`config.mk`:
```
export PLATFORM = sky130hd
export DESIGN_NAME = nibble_param_loader
export DESIGN_NICKNAME = d
export VERILOG_FILES = /design/src/rtl/nibble_loader_pkg.sv /design/src/rtl/loader_sync.sv /design/src/rtl/loader_edge.sv /design/src/rtl/loader_sequencer.sv /design/src/rtl/loader_bank.sv /design/src/rtl/nibble_param_loader.sv
export SDC_FILE = /design/constraint.sdc
export NUM_CORES = 1
export LEC_CHECK = 0
export ABC_AREA = 1
export BUFFER_PORTS_ARGS = -buffer_cell sky130_fd_sc_hd__buf_2
export CORE_MARGIN = 10
export CORE_UTILIZATION = 45
export CTS_BUF_LIST = sky130_fd_sc_hd__clkbuf_4
export CTS_CLUSTER_DIAMETER = 150
export CTS_CLUSTER_SIZE = 40
export DETAILED_ROUTE_END_ITERATION = 10
export GPL_TIMING_DRIVEN = 0
export PLACE_DENSITY_LB_ADDON = 0.12
export REMOVE_ABC_BUFFERS = 1
export SYNTH_ARGS = -nofsm -noshare
export SYNTH_HDL_FRONTEND = slang
export SYNTH_SLANG_ARGS = --single-unit
```
`constraint.sdc`:
```
create_clock -name clk -period 2 [get_ports clk]
set_input_delay 0.3 -clock clk [delete_from_list [all_inputs] [get_ports clk]]
set_output_delay 0.3 -clock clk [all_outputs]
set_load 0.01 [all_outputs]
```
`src/rtl/nibble_loader_pkg.sv`:
```
package nibble_loader_pkg;
   localparam int unsigned PL_NUM_PARAMS = 8;
   localparam int unsigned PL_PARAM_W    = 8;
   localparam int unsigned PL_NIB_W      = 4;

   // Reset codes, index 7 in the top byte down to index 0 in the bottom byte.
   localparam logic [PL_NUM_PARAMS*PL_PARAM_W-1:0] PL_RESET_VEC = {
      8'd200,   // 7 capacitance
      8'd128,   // 6 bias current, zero-value code
      8'd78,    // 5 threshold
      8'd63,    // 4 reset potential
      8'd0,     // 3 spike increment
      8'd0,     // 2 subthreshold coupling
      8'd4,     // 1 adaptation time constant
      8'd2      // 0 slope factor
   };
endpackage

```
`src/rtl/loader_sync.sv`:
```
module loader_sync #(
   parameter int unsigned WIDTH  = 1,
   parameter int unsigned STAGES = 2
) (
   input  logic             clk,
   input  logic             rst_n,
   input  logic [WIDTH-1:0] d_i,
   output logic [WIDTH-1:0] q_o
);
   generate
      if (STAGES < 2) begin : g_bad_stages
         $error("loader_sync: STAGES must be at least 2");
      end
   endgenerate

   logic [STAGES-1:0][WIDTH-1:0] stage_q;

   always_ff @(posedge clk or negedge rst_n) begin
      if (!rst_n) stage_q <= '0;
      else        stage_q <= {stage_q[STAGES-2:0], d_i};
   end

   assign q_o = stage_q[STAGES-1];
endmodule

```
`src/rtl/loader_edge.sv`:
```
module loader_edge #(
   parameter int unsigned WIDTH = 1
) (
   input  logic             clk,
   input  logic             rst_n,
   input  logic [WIDTH-1:0] level_i,
   output logic [WIDTH-1:0] rise_o
);
   logic [WIDTH-1:0] prev_q;

   always_ff @(posedge clk or negedge rst_n) begin
      if (!rst_n) prev_q <= '0;
      else        prev_q <= level_i;
   end

   assign rise_o = level_i & ~prev_q;
endmodule

```
`src/rtl/loader_sequencer.sv`:
```
module loader_sequencer #(
   parameter int unsigned NIB_W      = 4,
   parameter int unsigned PARAM_W    = 8,
   parameter int unsigned NUM_PARAMS = 8,
   parameter logic [NIB_W-1:0] FOOTER = {NIB_W{1'b1}}
) (
   input  logic                          clk,
   input  logic                          rst_n,
   input  logic                          mode_i,
   input  logic                          take_i,
   input  logic [NIB_W-1:0]              nibble_i,
   output logic [NUM_PARAMS*PARAM_W-1:0] shadow_o,
   output logic                          commit_o
);
   localparam int unsigned NPP   = PARAM_W / NIB_W;
   localparam int unsigned TOTAL = NUM_PARAMS * NPP;
   localparam int unsigned CW    = $clog2(TOTAL + 1);
   localparam logic [CW-1:0] LAST = CW'(TOTAL);

   logic [CW-1:0]    cnt_q;
   logic             accept;
   logic             at_footer;
   logic [NIB_W-1:0] slot_q [TOTAL];

   assign accept    = take_i && mode_i;
   assign at_footer = (cnt_q == LAST);
   assign commit_o  = accept && at_footer && (nibble_i == FOOTER);

   always_ff @(posedge clk or negedge rst_n) begin
      if (!rst_n)                 cnt_q <= '0;
      else if (!mode_i)           cnt_q <= '0;
      else if (accept) begin
         if (at_footer)           cnt_q <= '0;
         else                     cnt_q <= cnt_q + 1'b1;
      end
   end

   // One storage slot per nibble position; higher nibble of each parameter first.
   generate
      for (genvar k = 0; k < TOTAL; k++) begin : g_slot
         localparam int unsigned PIDX = k / NPP;
         localparam int unsigned JIDX = k % NPP;
         localparam int unsigned OFF  = PIDX * PARAM_W + (NPP - 1 - JIDX) * NIB_W;

         always_ff @(posedge clk or negedge rst_n) begin
            if (!rst_n)                               slot_q[k] <= '0;
            else if (accept && cnt_q == CW'(k))       slot_q[k] <= nibble_i;
         end

         assign shadow_o[OFF +: NIB_W] = slot_q[k];
      end
   endgenerate

   a_r7_mode_low_clears: assert property (@(posedge clk) disable iff (!rst_n)
      !mode_i |=> (cnt_q == '0));

   a_r6_count_bound: assert property (@(posedge clk) disable iff (!rst_n)
      cnt_q <= LAST);

   a_r3_idle_count_stable: assert property (@(posedge clk) disable iff (!rst_n)
      (mode_i && !take_i) |=> $stable(cnt_q));

   a_r6_wrap_after_footer_slot: assert property (@(posedge clk) disable iff (!rst_n)
      (take_i && mode_i && cnt_q == LAST) |=> (cnt_q == '0));
endmodule

```
`src/rtl/loader_bank.sv`:
```
module loader_bank #(
   parameter int unsigned PARAM_W    = 8,
   parameter int unsigned NUM_PARAMS = 8,
   parameter logic [NUM_PARAMS*PARAM_W-1:0] RESET_VEC = '0
) (
   input  logic                          clk,
   input  logic                          rst_n,
   input  logic                          commit_i,
   input  logic [NUM_PARAMS*PARAM_W-1:0] shadow_i,
   output logic [NUM_PARAMS*PARAM_W-1:0] params_o
);
   logic [PARAM_W-1:0] reg_q [NUM_PARAMS];

   generate
      for (genvar i = 0; i < NUM_PARAMS; i++) begin : g_param
         localparam logic [PARAM_W-1:0] DEF = RESET_VEC[i*PARAM_W +: PARAM_W];

         always_ff @(posedge clk or negedge rst_n) begin
            if (!rst_n)        reg_q[i] <= DEF;
            else if (commit_i) reg_q[i] <= shadow_i[i*PARAM_W +: PARAM_W];
         end

         assign params_o[i*PARAM_W +: PARAM_W] = reg_q[i];
      end
   endgenerate

   a_r5_hold_without_commit: assert property (@(posedge clk) disable iff (!rst_n)
      !commit_i |=> $stable(params_o));

   a_r5_commit_loads_all: assert property (@(posedge clk) disable iff (!rst_n)
      commit_i |=> (params_o == $past(shadow_i)));
endmodule

```
`src/rtl/nibble_param_loader.sv`:
```
module nibble_param_loader
   import nibble_loader_pkg::*;
#(
   parameter int unsigned NIB_W       = PL_NIB_W,
   parameter int unsigned PARAM_W     = PL_PARAM_W,
   parameter int unsigned NUM_PARAMS  = PL_NUM_PARAMS,
   parameter int unsigned SYNC_STAGES = 2,
   parameter logic [NIB_W-1:0] FOOTER = {NIB_W{1'b1}},
   parameter logic [NUM_PARAMS*PARAM_W-1:0] RESET_VEC = PL_RESET_VEC
) (
   input  logic                          clk,
   input  logic                          rst_n,
   input  logic                          load_mode_i,
   input  logic                          load_strobe_i,
   input  logic [NIB_W-1:0]              nibble_i,
   output logic [NUM_PARAMS*PARAM_W-1:0] params_o
);
   generate
      if (PARAM_W % NIB_W != 0) begin : g_bad_split
         $error("nibble_param_loader: PARAM_W must be a multiple of NIB_W");
      end
      if (NUM_PARAMS < 1) begin : g_bad_count
         $error("nibble_param_loader: NUM_PARAMS must be at least 1");
      end
   endgenerate

   logic [1:0]                    ctl_sync;
   logic                          mode_s;
   logic                          strobe_s;
   logic [0:0]                    take;
   logic                          commit;
   logic [NUM_PARAMS*PARAM_W-1:0] shadow;

   loader_sync #(.WIDTH(2), .STAGES(SYNC_STAGES)) u_sync (
      .clk   (clk),
      .rst_n (rst_n),
      .d_i   ({load_mode_i, load_strobe_i}),
      .q_o   (ctl_sync)
   );

   assign mode_s   = ctl_sync[1];
   assign strobe_s = ctl_sync[0];

   loader_edge #(.WIDTH(1)) u_edge (
      .clk     (clk),
      .rst_n   (rst_n),
      .level_i (strobe_s),
      .rise_o  (take)
   );

   loader_sequencer #(
      .NIB_W(NIB_W), .PARAM_W(PARAM_W), .NUM_PARAMS(NUM_PARAMS), .FOOTER(FOOTER)
   ) u_seq (
      .clk      (clk),
      .rst_n    (rst_n),
      .mode_i   (mode_s),
      .take_i   (take[0]),
      .nibble_i (nibble_i),
      .shadow_o (shadow),
      .commit_o (commit)
   );

   loader_bank #(
      .PARAM_W(PARAM_W), .NUM_PARAMS(NUM_PARAMS), .RESET_VEC(RESET_VEC)
   ) u_bank (
      .clk      (clk),
      .rst_n    (rst_n),
      .commit_i (commit),
      .shadow_i (shadow),
      .params_o (params_o)
   );

   a_r2_commit_needs_mode: assert property (@(posedge clk) disable iff (!rst_n)
      commit |-> mode_s);

   a_r3_no_back_to_back_take: assert property (@(posedge clk) disable iff (!rst_n)
      take[0] |=> !take[0]);
endmodule

```
==> metrics.cfg <==
[sta]
finalClockSkew_ns = 0.0169
hold_violations = 0
whs_ns = 0.212
rsz0062_at_grt = no
timing.fmax_mhz = 534
finalSetupViolCount = 0
fin_crit_sh_pct = 93.7
worst_slew_margin_rel_pct = 42.7
finalCriticalPeriod_ns = 1.87
timing.final.max_slew_violations = 0
worstMarginPinSlew_ns = 0.859

[yosys]
ys_async_sr_fraction_pct = 100
synth_seq_cells = 138
yosysSeqAreaShare_pct = 59.6
yosys-top-cells-area = dfrtp_1, nand2_1, nand3_1, dfstp_2, buf_6
synth_top_family_by_area = simple AND/OR/NAND/NOR gates
synth_top_area_share_pct = 52.3
synth_compound_area_share_pct = 0.343
yosysMostFrequentCell = nand2_1
synthSimpleGateAreaFrac_pct = 32.7
yosys.area.top_type = dfrtp_1
synth_commonest_cells = nand2_1, nand3_1, dfrtp_1
synth_edf_count = 0
synth_flop_cell = dfrtp_1
synth-xor-area-share_pct = 0.150
syn_area_sq_mm = 0.00583
synthAdderAreaFrac_pct = 1.07
synthesis.instances = 639
yosysWarnings = 0
synth_cell_types = 22
synth.mux.area_fraction_pct = 0
synth.avg_cell_area_sq_um = 9.13

[floorplanning]
die_w_um = 134
start_util_pct = 46.0
row_count = 41
die_area_sq_mm = 0.0179
fp.coreArea_sq_mm = 0.0127
die_y_um = 134
io_pins = 72

[final_layout]
nNetsFinal = 717
drive_gt1_share_pct = 20.6
fin_area_sq_mm = 0.00669
syn_to_final_growth_pct = 14.8
diodes = 0
fill_cells = 1230

[grt]
grt.overflow.total = 0
grt_use_total_pct = 17.0
grt_pass1_wl_mm = 24.1
grt_pass1_vias = 4521
grt_antenna_before_repair = 0
grt_max_degree = 85

[placed_design]
place_area_sq_mm = 0.00614
hpwlAfterDp_mm = 7.96
place.gp.congestion = 0.752
io_buffers = 71

[clock_tree]
cts_sinks = 138
cts_buffers = 17
cts_max_level = 4
clock_latency_ns = 0.56
cts_buffer_depth = 2
cts_root_buffer = clkbuf_4
cts_tree = built
cts.clk_slew.worst_paths_ns = 0.12

[detailed_routing]
routedWlPerCell_um = 16.8
drtIter0Drc = 353
wl_met1_mm = 6.71
wl_met2_mm = 7.11
highest_layer = met4
drtAntennaViolNets = 0
wl_met3_um = 935
drc_errors = 0
dr.pass1.iters = 5
vias_per_cell = 5.09
routed_wl_mm = 14.9
vias = 4525

[critical_path]
worst_ep_arrival_time_ns = 2.38
start_kind = flop
crit_required_ns = 2.50
r2r_cells = 5
crit_fanout = 21
endpoint_kind = flop
path_class = flop to flop

[power]
p_leak_nw = 3.43
powerDensity_mw_per_mm2 = 767
ir_drop_uv = 468
power.total_mw = 5.13

[worst_hold_path]
min_path_type = input port to flop
hold-path-cell-count = 3

[run]
max_cap_viol_count = 0

[status]
status = finished, final reports clean

-- cells by family (layout without fill, tap and decap cells) --
group                    after synthesis  after routing
AND/OR/NAND/NOR                      439            446
flip-flops                           138            138
buffers and inverters                 52            123
adder cells (fa/ha/maj)                5              5
AO/OA/AOI/OAI                          4              4
XOR/XNOR                               1              1
-- path summary, 6_finish.rpt --
path | to | from | slack, ns
setup / recovery | u_bank.params_o[41]$_DFFE_PN1P_ | u_seq.cnt_q[3]$_DFFE_PN0P_ | 0.13
hold / removal | u_seq.shadow_o[9]$_DFFE_PN0P_ | nibble_i[1] | 0.21
setup reg to reg | u_bank.params_o[41]$_DFFE_PN1P_ | u_seq.cnt_q[3]$_DFFE_PN0P_ | 0.13
hold reg to reg | u_sync.q_o[1]$_DFF_PN0_ | u_sync.stage_q[1]$_DFF_PN0_ | 0.36
max in group asynchronous | u_bank.params_o[35]$_DFFE_PN1P_ | rst_n | 0.91
min in group asynchronous | u_bank.params_o[23]$_DFFE_PN0P_ | rst_n | 0.27
-- power by group --
group | leakage, nW | switching, mW | internal [mW]
clock network | 0.161 | 1.01 | 0.988
logic | 1.72 | 0.168 | 0.0546
registers | 1.55 | 0.0449 | 2.86
-- final cells by class --
| class | instances | area, sq um | area share (%) |
|---|---|---|---|
| Inverter | 10 | 37.5 | 0.561 |
| Timing Repair Buffer | 81 | 527 | 7.87 |
| Tap cell | 172 | 215 | 3.21 |
| Clock inverter | 14 | 178 | 2.65 |
| Clock buffer | 18 | 135 | 2.02 |
| Sequential cell | 138 | 3470 | 51.9 |
| Multi-Input combinational cell | 456 | 2130 | 31.8 |
-- critical path: stages (launching register included) --
cell and delay (ns):
dfrtp_1 0.50, nor2_4 0.47, nand2_4 0.22, nor2_8 0.33
nand3_1 0.18, nand2_1 0.11
-- metal layers --
layer / up-vias / global-route usage [%]
li1: 2182 / -
met2: 103 / 26.7
met3: 13 / 4.37
met4: 0 / 5.99
met1: 2227 / 22.2
met5: - / 0
-- flip-flops by register name, indices dropped and copies added, names as in the netlist --
| signal | count |
|---|---|
| u_bank.params_o | 64 |
| u_edge.prev_q | 1 |
| u_seq.cnt_q | 5 |
| u_seq.shadow_o | 64 |
| u_sync.q_o | 2 |
| u_sync.stage_q | 2 |
-- metrics by stage --
step	setup WS, ns	instances	TNS (ns)	util [%]
floorplan	-0.00776	597	-0.373	-
global placement	-1.32	840	-256.97	48.0
detailed placement	-0.864	842	-71.70	48.4
CTS	0.00690	887	0	52.5
global route	0.00667	889	0	52.8
finish	0.127	889	0	52.8
-- layout by cell type, fill, tap and decap left out --
cell type      Yosys  final
a21oi_1            1      1
buf_12             0      5
buf_16             0      1
buf_2             10     70
buf_4             14      1
buf_6             13      1
bufinv_16          0      4
clkbuf_4           0     18
clkinv_1           0      3
clkinv_2           0      3
clkinvlp_4         0      3
dfrtp_1          122    122
dfstp_2           16     16
dlygate4sd3_1      0      3
ha_1               5      5
inv_1              8      8
inv_2              2      2
inv_6              0      1
nand2_1          290    290
nand2_2            2      2
nand2_4            1      1
nand3_1          131    131
nand3_4            2      5
nand4_1            1      1
nor2_1             7      1
nor2_2             0      3
nor2_4             3     10
nor2_8             2      2
o21ai_0            3      3
xnor2_1            1      1
-- what timing repair did --
item,CTS,global route
hold buffers,3,0
gates cloned,6,1
buffers inserted,4,1
pin swaps,6,2
setup endpoints to repair,119,69
gates resized for setup,11,3
endpoints found under the hold margin,54,0
Note: power is estimated with default switching activity, not from simulation.
